`src/rtl/eeprom_pw_pkg.sv`:
```
package eeprom_pw_pkg;
    typedef enum logic [1:0] {
        PW_IDLE   = 2'd0,
        PW_LOAD   = 2'd1,
        PW_COMMIT = 2'd2,
        PW_SETTLE = 2'd3
    } pw_state_e;
endpackage

```
`src/rtl/eeprom_pw_latch.sv`:
```
module eeprom_pw_latch #(
    parameter int DATA_W    = 8,
    parameter int PAGE_BITS = 3
) (
    input  logic                 clk,
    input  logic                 rst_n,
    input  logic                 clear,
    input  logic                 load,
    input  logic [PAGE_BITS-1:0] start_slot,
    input  logic                 push,
    input  logic [DATA_W-1:0]    push_data,
    input  logic [PAGE_BITS-1:0] rd_slot,
    output logic [DATA_W-1:0]    rd_data,
    output logic                 rd_valid,
    output logic                 any_valid
);
    localparam int SLOTS = 1 << PAGE_BITS;

    logic [DATA_W-1:0]    data_q [SLOTS];
    logic [SLOTS-1:0]     valid_q;
    logic [PAGE_BITS-1:0] ptr_q;

    // slot pointer wraps naturally on the low page bits
    always_ff @(posedge clk or negedge rst_n) begin
        if (!rst_n) begin
            ptr_q <= '0;
        end else if (load) begin
            ptr_q <= start_slot;
        end else if (push) begin
            ptr_q <= ptr_q + 1'b1;
        end
    end

    always_ff @(posedge clk or negedge rst_n) begin
        if (!rst_n) begin
            valid_q <= '0;
            for (int i = 0; i < SLOTS; i++) begin
                data_q[i] <= '0;
            end
        end else if (clear) begin
            valid_q <= '0;
        end else if (push) begin
            valid_q[ptr_q] <= 1'b1;
            data_q[ptr_q]  <= push_data;
        end
    end

    assign rd_data   = data_q[rd_slot];
    assign rd_valid  = valid_q[rd_slot];
    assign any_valid = |valid_q;
endmodule

```
`src/rtl/eeprom_pw_timer.sv`:
```
module eeprom_pw_timer #(
    parameter int TWR_CYCLES = 200
) (
    input  logic                          clk,
    input  logic                          rst_n,
    input  logic                          run,
    output logic [$clog2(TWR_CYCLES)-1:0] count,
    output logic                          last
);
    localparam int CNT_W = $clog2(TWR_CYCLES);

    always_ff @(posedge clk or negedge rst_n) begin
        if (!rst_n) begin
            count <= '0;
        end else if (run) begin
            count <= count + 1'b1;
        end else begin
            count <= '0;
        end
    end

    assign last = (count == CNT_W'(TWR_CYCLES - 1));
endmodule

```
`src/rtl/eeprom_page_writer.sv`:
```
module eeprom_page_writer
    import eeprom_pw_pkg::*;
#(
    parameter int ADDR_W     = 7,
    parameter int DATA_W     = 8,
    parameter int PAGE_BITS  = 3,
    parameter int TWR_CYCLES = 200
) (
    input  logic              clk,
    input  logic              rst_n,
    input  logic              addr_vld,
    input  logic [ADDR_W:0]   addr_in,
    input  logic              data_vld,
    input  logic [DATA_W-1:0] data_in,
    input  logic              stop,
    input  logic              stop_mid,
    output logic              ack,
    output logic              busy,
    output logic              mem_we,
    output logic [ADDR_W-1:0] mem_addr,
    output logic [DATA_W-1:0] mem_wdata
);
    localparam int ROW_W = ADDR_W - PAGE_BITS;
    localparam int SLOTS = 1 << PAGE_BITS;
    localparam int CNT_W = $clog2(TWR_CYCLES);

    pw_state_e state_q, state_d;
    logic [ROW_W-1:0]  row_q;
    logic              ack_q;

    logic              accept_addr, push, abort;
    logic [DATA_W-1:0] rd_data;
    logic              rd_valid, any_valid;
    logic [CNT_W-1:0]  count;
    logic              last, run;

    assign accept_addr = (state_q == PW_IDLE) && addr_vld;
    assign abort       = (state_q == PW_LOAD) && stop_mid;
    assign push        = (state_q == PW_LOAD) && data_vld && !stop_mid;
    assign run         = (state_q == PW_COMMIT) || (state_q == PW_SETTLE);

    eeprom_pw_latch #(
        .DATA_W   (DATA_W),
        .PAGE_BITS(PAGE_BITS)
    ) u_latch (
        .clk       (clk),
        .rst_n     (rst_n),
        .clear     (accept_addr || abort),
        .load      (accept_addr),
        .start_slot(addr_in[PAGE_BITS-1:0]),
        .push      (push),
        .push_data (data_in),
        .rd_slot   (count[PAGE_BITS-1:0]),
        .rd_data   (rd_data),
        .rd_valid  (rd_valid),
        .any_valid (any_valid)
    );

    eeprom_pw_timer #(
        .TWR_CYCLES(TWR_CYCLES)
    ) u_timer (
        .clk  (clk),
        .rst_n(rst_n),
        .run  (run),
        .count(count),
        .last (last)
    );

    // next-state logic
    always_comb begin
        state_d = state_q;
        unique case (state_q)
            PW_IDLE: begin
                if (addr_vld) state_d = PW_LOAD;
            end
            PW_LOAD: begin
                if (stop_mid) begin
                    state_d = PW_IDLE;
                end else if (stop) begin
                    state_d = (any_valid || data_vld) ? PW_COMMIT : PW_IDLE;
                end
            end
            PW_COMMIT: begin
                if (count == CNT_W'(SLOTS - 1)) state_d = PW_SETTLE;
            end
            PW_SETTLE: begin
                if (last) state_d = PW_IDLE;
            end
            default: state_d = PW_IDLE;
        endcase
    end

    // state, row and acknowledge registers
    always_ff @(posedge clk or negedge rst_n) begin
        if (!rst_n) begin
            state_q <= PW_IDLE;
            row_q   <= '0;
            ack_q   <= 1'b0;
        end else begin
            state_q <= state_d;
            ack_q   <= push;
            if (accept_addr) row_q <= addr_in[ADDR_W-1:PAGE_BITS];
        end
    end

    // outputs
    always_comb begin
        busy      = run;
        ack       = ack_q;
        mem_we    = (state_q == PW_COMMIT) && rd_valid;
        mem_addr  = {row_q, count[PAGE_BITS-1:0]};
        mem_wdata = rd_data;
    end
endmodule

```
`config.mk`:
```
export PLATFORM = sky130hd
export DESIGN_NAME = eeprom_page_writer
export DESIGN_NICKNAME = d
export VERILOG_FILES = /design/src/rtl/eeprom_pw_pkg.sv /design/src/rtl/eeprom_pw_latch.sv /design/src/rtl/eeprom_pw_timer.sv /design/src/rtl/eeprom_page_writer.sv
export SDC_FILE = /design/constraint.sdc
export NUM_CORES = 1
export LEC_CHECK = 0
export BUFFER_PORTS_ARGS = -buffer_cell sky130_fd_sc_hd__clkbuf_2
export CORE_MARGIN = 2
export CORE_UTILIZATION = 50
export DETAILED_ROUTE_END_ITERATION = 12
export PLACE_DENSITY_LB_ADDON = 0.15
export SYNTH_ARGS = -nofsm -noshare
export SYNTH_HDL_FRONTEND = slang
export SYNTH_SLANG_ARGS = --single-unit
```
`constraint.sdc`:
```
create_clock -name clk -period 2.4 [get_ports clk]
set_clock_uncertainty 0.15 [all_clocks]
set_input_delay 0.48 -clock clk [delete_from_list [all_inputs] [get_ports clk]]
set_output_delay 0.48 -clock clk [all_outputs]
set_load 0.05 [all_outputs]
```
==> results of run 1 <==
worst min-delay path: stages:
cell,delay [ns]
clkbuf_2,0.07
nand2_1,0.04
nand3_1,0.05
per-stage QoR:
stage	setup TNS [ns]	area, µm²	worst slack (ns)	instances
after floorplan	0	4180	0.0587	279
after global placement	0	4560	0.127	422
after detailed placement	0	4560	0.107	422
after CTS	-1.73	4850	-0.211	437
after global routing	-2.13	4940	-0.243	441
final	-1.63	4940	-0.195	441
synthesized netlist by cell type, types with 3 or more instances:
library cell / number / area (µm²)
a21o_1: 4 / 30.0
or3_1: 3 / 18.8
a21oi_1: 4 / 20.0
mux2_2: 76 / 856
nor2_1: 10 / 37.5
buf_2: 6 / 30.0
nand2_1: 9 / 33.8
dfrtp_1: 90 / 2250
o21ai_0: 8 / 40.0
nand3_1: 5 / 25.0
mux4_2: 18 / 405
buf_4: 5 / 37.5
mux2i_1: 3 / 30.0
layout make-up:
type,count,area [µm²]
timing repair buffer,58,504
inverter,3,11.3
tap,105,131
fill,658,3200
sequential,90,2250
multi-input combinational,171,1850
clock buffer,12,155
clock inverter,2,37.5
cell families (layout without fill, tap and decap cells):
family / count (synthesis) / in the layout / share of synthesized area
muxes: 97 / 97 / 0.310
DFF: 90 / 90 / 0.540
AOI/OAI and AO/OA: 22 / 22 / 0.0330
adders and majority gates: 2 / 2 / 0.00600
buffers and inverters: 18 / 75 / 0.0243
and+or+nand+nor: 47 / 47 / 0.0810
xor gates and xnor gates: 3 / 3 / 0.00630
how the worst max path moves through the flow:
stage | start | end
after global routing | u_timer.count[0] | mem_wdata[1]
after detailed placement | stop_mid | u_latch.data_q[39]
after floorplan | u_timer.count[1] | mem_we
after global placement | u_timer.count[0] | mem_wdata[3]
final | u_timer.count[0] | mem_wdata[4]
after CTS | u_timer.count[0] | mem_wdata[3]
timing repair:
item | in CTS | in global routing
gates resized for setup | 20 | 13
endpoints found under the hold margin | 40 | 0
hold buffers | 1 | 0
endpoints found under the setup margin | 9 | 9
buffers inserted | 0 | 2
pin swaps | 0 | 1
gates cloned | 0 | 2
power by group:
part	internal, µW	switching, µW	leakage, µW	total [µW]
Combinational	1350	1260	0.00111	2610
Sequential	2060	426	0.00120	2480
Clock	528	498	0.0000946	1030
flip-flops by register name, summed over array words and instances (netlist names), named ones only:
| name | cells |
|---|---|
| u_latch.ptr_q | 3 |
| u_latch.valid_q | 8 |
| row_q | 4 |
| state_q | 1 |
| u_latch.data_q | 64 |
| ack | 1 |
| u_timer.count | 8 |
routing by layer:
layer  global-route usage  wire [µm]
met5                    0          0
met2                0.310       4010
met4               0.0797        111
met3               0.0324        289
met1                0.281       4030
==> results by group, run 1 <==
Worst hold path
  • Worst Hold Class: primary input to register
  • Hold wc startpoint: addr_in[2]
  • Endpoint of the worst hold path: u_latch.ptr_q[2]
  • WHS Path Cells: 3

Critical path
  • Critical Path Stages: 4
  • Cell family with most CP delay: multiplexers
  • CP Buf/Inv Count: 2
  • R2r startpoint: u_timer.count[0]
  • Reg2reg end: state_q[0]
  • Crit path DAT: roughly 2.0 ns
  • Crit-path slowest cell: mux4_2
  • Largest stage delay on the critical path: ~0.49 ns
  • Critical Path Sink Type: primary output
  • Reg-to-reg slack, setup: 0.19 ns
  • Critical-path cell list: clkbuf_16 > mux4_2 > mux2_4 > buf_8
  • Crit path required time: ~1.8 ns
  • FF-to-FF path depth: 7
  • Kind of critical path: register to primary output
  • Startpoint types: register
  • Critical path fanouts, max: 6

Timing
  • Slew Viols, Final: 0
  • Worst-Margin Slew: 0.649 ns
  • Slew headroom: 0.568
  • Period minus WS final: between 2 and 3 ns
  • Hold Fails Final Rpt: 0
  • Final Cycle Share: 1.08
  • Final setup violation count: 9
  • Fin worst setup slack: -0.195 ns
  • RSZ-0062 raised after global routing: yes
  • Hold WS: between 0.15 and 0.2 ns
  • Fmax: between 300 and 400 MHz

Synth
  • Mapped cell area: 4170 µm²
  • Cell variety after synth: between 40 and 50
  • EDFF count, synth: 0
  • Seq/Total Area, Yosys: 0.540
  • Syn Nets: around 300
  • Seq cells post-synth: 90
  • Synthesized area per cell: between 10 and 15 µm²
  • Gate Count Post-Synth: 279
  • YS warnings: 0
  • Main synth FF type: dfrtp_1
  • Async SR Flop Fraction: 1.00

Routing
  • DRT Pass-1 Iters: 4
  • Vias per std cell: around 5.7
  • Final routed DRC violation total: 0
  • Violation count after the first detailed-routing iteration: 94
  • Vias: 2525
  • Antenna Nets Post-Route: 0
  • WL per Instance: about 19 µm
  • Detailed Route WL: between 8000 and 9000 µm

Power and ir drop
  • Total Power: 6120 µW
  • Maximum VDD drop: 0.711 mV
  • PD cells: between 1000 and 1500 nW/µm²
  • P_leak: approximately 0.0024 µW

Floorplanning
  • # rows: 33
  • Starting Density: 0.513
  • Die W: approximately 95 µm
  • DIE AREA: roughly 9100 µm²
  • Die Height: 95.3 µm
  • I/O pin cnt: 40
  • Core ar.: slightly above 8000 µm²

Cells and area
  • Highest-count cells in the layout ignoring fill and taps: dfrtp_1 (89), mux2_2 (70), clkbuf_2 (29)
  • Final nets: about 360
  • Share of layout cells above drive strength 1: 0.527
  • Layout area overhead: 18.4%
  • # diodes: 0
  • Final Util: 0.607
  • Most common cell after layout, fill and taps aside: dfrtp_1

Clocking
  • Clk buf depth: 2
  • Worst skew pair latency: between 0.3 and 0.4 ns
  • CTS tree: done
  • Clock Sinks: 90
  • H-tree Lvls: 3
  • Reg clk slew, reported paths: about 0.090 ns
  • Inserted Clock Buffers: 9
  • Clock root buffer: clkbuf_8

Global routing
  • Initial antenna violation count: 0
  • Largest net degree at the start of global routing: 44
  • Total Routing Usage GR: 0.199
  • Vias in the first global route: 2470
  • Total grt overflow: 0
  • First-pass GRT wire length: about 13000 µm

Place
  • DP HPWL: around 5200 µm
  • GP Congestion: 0.696
  • Port buffer count: 38

Job
  • Max-Cap Viols: 0

Outcome
  • Status: finished, violations left
  • Failing checks: setup timing
(Power assumes the default switching activity.)
==> inputs of run 2 (changes only) <==
--- a/config.mk
+++ b/config.mk
@@ -9,6 +9,7 @@
 export CORE_MARGIN = 2
 export CORE_UTILIZATION = 50
 export DETAILED_ROUTE_END_ITERATION = 12
+export MAX_ROUTING_LAYER = met4
 export PLACE_DENSITY_LB_ADDON = 0.15
 export SYNTH_ARGS = -nofsm -noshare
 export SYNTH_HDL_FRONTEND = slang
==> results by group, run 2 (same netlist as run 1, synthesis figures left out) <==
Clocking
  • Reg clk slew, reported paths: ~0.080 ns
  • CTS tree: done
  • Clock Sinks: 90
  • Clk buf depth: 2
  • Worst skew pair latency: ~0.35 ns
  • Clock root buffer: clkbuf_8
  • Inserted Clock Buffers: 9
  • H-tree Lvls: 3

Power and ir drop
  • Pint: between 3000 and 4000 µW
  • Comb pwr share: 0.422
  • Register share of total power: 0.409
  • P_leak: about 0.0024 µW
  • Maximum VDD drop: 0.674 mV
  • Switching Fraction: 0.357
  • NetSw: 2160 µW
  • Clock power frac: 0.169
  • PD cells: approximately 1200 nW/µm²

Routing
  • WL per Instance: ~19 µm
  • Antenna Nets Post-Route: 0
  • Final routed DRC violation total: 0
  • DRT Pass-1 Iters: 4
  • Violation count after the first detailed-routing iteration: 84
  • Detailed Route WL: approximately 8200 µm
  • Vias: about 2500
  • Vias per std cell: roughly 5.8

Cells and area
  • # diodes: 0
  • Most common cell after layout, fill and taps aside: dfrtp_1
  • Fillers: about 660
  • Largest reg by FF count: u_latch.data_q
  • Layout area overhead: 17.7%
  • Max FFs per register: 64
  • Multi-input combinational cell area: 1850 µm²
  • Final nets: around 360
  • Storage cell area: between 2000 and 2500 µm²
  • Share of layout cells above drive strength 1: 0.524
  • Regs by FF count: u_latch.data_q x64, u_latch.valid_q x8, u_timer.count x8
  • Highest-count cells in the layout ignoring fill and taps: dfrtp_1 (89), mux2_2 (70), clkbuf_2 (28)
  • Post-Layout Cell Count: around 440

Global routing
  • Initial antenna violation count: 0
  • First-pass GRT wire length: approximately 13000 µm
  • Vias in the first global route: between 2000 and 2500
  • Total Routing Usage GR: 0.204
  • Largest net degree at the start of global routing: 44
  • Total grt overflow: 0

Floorplanning
  • Die Height: 95.3 µm
  • Core ar.: between 8000 and 9000 µm²
  • Starting Density: 0.513
  • Die W: around 95 µm
  • I/O pin cnt: 40
  • # rows: 33
  • DIE AREA: slightly above 9000 µm²

Timing
  • Final setup violation count: 9
  • Fmax: slightly below 400 MHz
  • TNS Setup: -1.18 ns
  • Fin worst setup slack: -0.151 ns
  • Hold Fails Final Rpt: 0
  • Slew headroom: 0.570
  • Final Cycle Share: 1.06
  • Slew Viols, Final: 0
  • Period minus WS final: 2.55 ns
  • Worst-Margin Slew: between 0.6 and 0.7 ns
  • RSZ-0062 raised after global routing: yes

Place
  • GP Congestion: about 0.70
  • Placed cells: 422
  • Port buffer count: 38
  • DP HPWL: 5240 µm

Outcome
  • Status: finished, violations left
  • Failing checks: setup timing

Critical path
  • Crit path required time: 1.77 ns
  • Startpoint types: register
  • CP Buf/Inv Count: 2
  • Crit path DAT: 1.92 ns
  • Critical path fanouts, max: 12
  • Kind of critical path: register to primary output
  • Reg-to-reg slack, setup: 0.23 ns
  • Cell family with most CP delay: multiplexers
  • Crit-path slowest cell: mux4_2
  • Critical Path Sink Type: primary output
  • Critical-path cell list: buf_12 > mux4_2 > mux2_4 > buf_8
  • Largest stage delay on the critical path: 0.52 ns

Worst hold path
  • Worst Hold Class: primary input to register

Job
  • Max-Cap Viols: 0
run 2: worst paths after layout:
path / start / end / cells after the start
setup / recovery: u_timer.count[0] / mem_wdata[2] / 4
hold / removal: addr_in[2] / u_latch.ptr_q[2] / 3
setup reg to reg: state_q[0] / u_latch.data_q[39] / 5
hold reg to reg: u_latch.data_q[37] / u_latch.data_q[37] / 1
max in group asynchronous: rst_n / u_latch.data_q[14] / 3
min in group asynchronous: rst_n / row_q[3] / 2
run 2: cell type report:
class	instances	area share
tap	105	0.0268
timing repair buffer	56	0.0966
multi-input combinational	171	0.376
inverter	3	0.00229
clock buffer	12	0.0316
sequential	90	0.459
clock inverter	2	0.00765
run 2: worst reg2reg max path: stages (launching register included):
cell and delay (ns):
dfrtp_1 0.52, nand4bb_1 0.15, buf_4 0.21, inv_2 0.18, nand4_2 0.42, mux2_2 0.44
run 2: power by group through the flow:
stage	Sequential (µW)	Combinational [µW]	Clock, µW
final	2480	2550	1030
after global routing	2550	2740	1110
after CTS	2470	2440	1050
after detailed placement	2490	2270	0
after global placement	2460	2240	0
after floorplan	2420	1830	0
run 2: through the flow:
stage	utilization	setup slack (ns)	area (µm²)	total power [µW]	hold slack, ns
2_1_floorplan	-	0.0587	4180	4250	0.0344
3_3_place_gp	0.561	0.127	4560	4700	0.332
3_5_place_dp	0.561	0.107	4560	4770	0.340
4_1_cts	0.596	-0.211	4850	5950	0.161
5_1_grt	0.603	-0.214	4910	6400	0.191
6_report	0.603	-0.151	4910	6050	0.179
run 2: per-layer routing:
layer / vias up / track usage / part of all wire
met2: 41 / 0.310 / 0.48
li1: 1143 / - / -
met1: 1343 / 0.281 / 0.48
met3: 7 / 0.0285 / 0.029
met4: 0 / 0.0797 / 0.013
met5: - / - / 0
run 2: repair_timing:
item                       in CTS  in global routing
gates cloned                    0                  1
setup endpoints to repair       9                  9
setup buffers                   0                  1
hold buffers                    1                  0
gates resized for setup        20                 13
hold endpoints to repair       40                  0
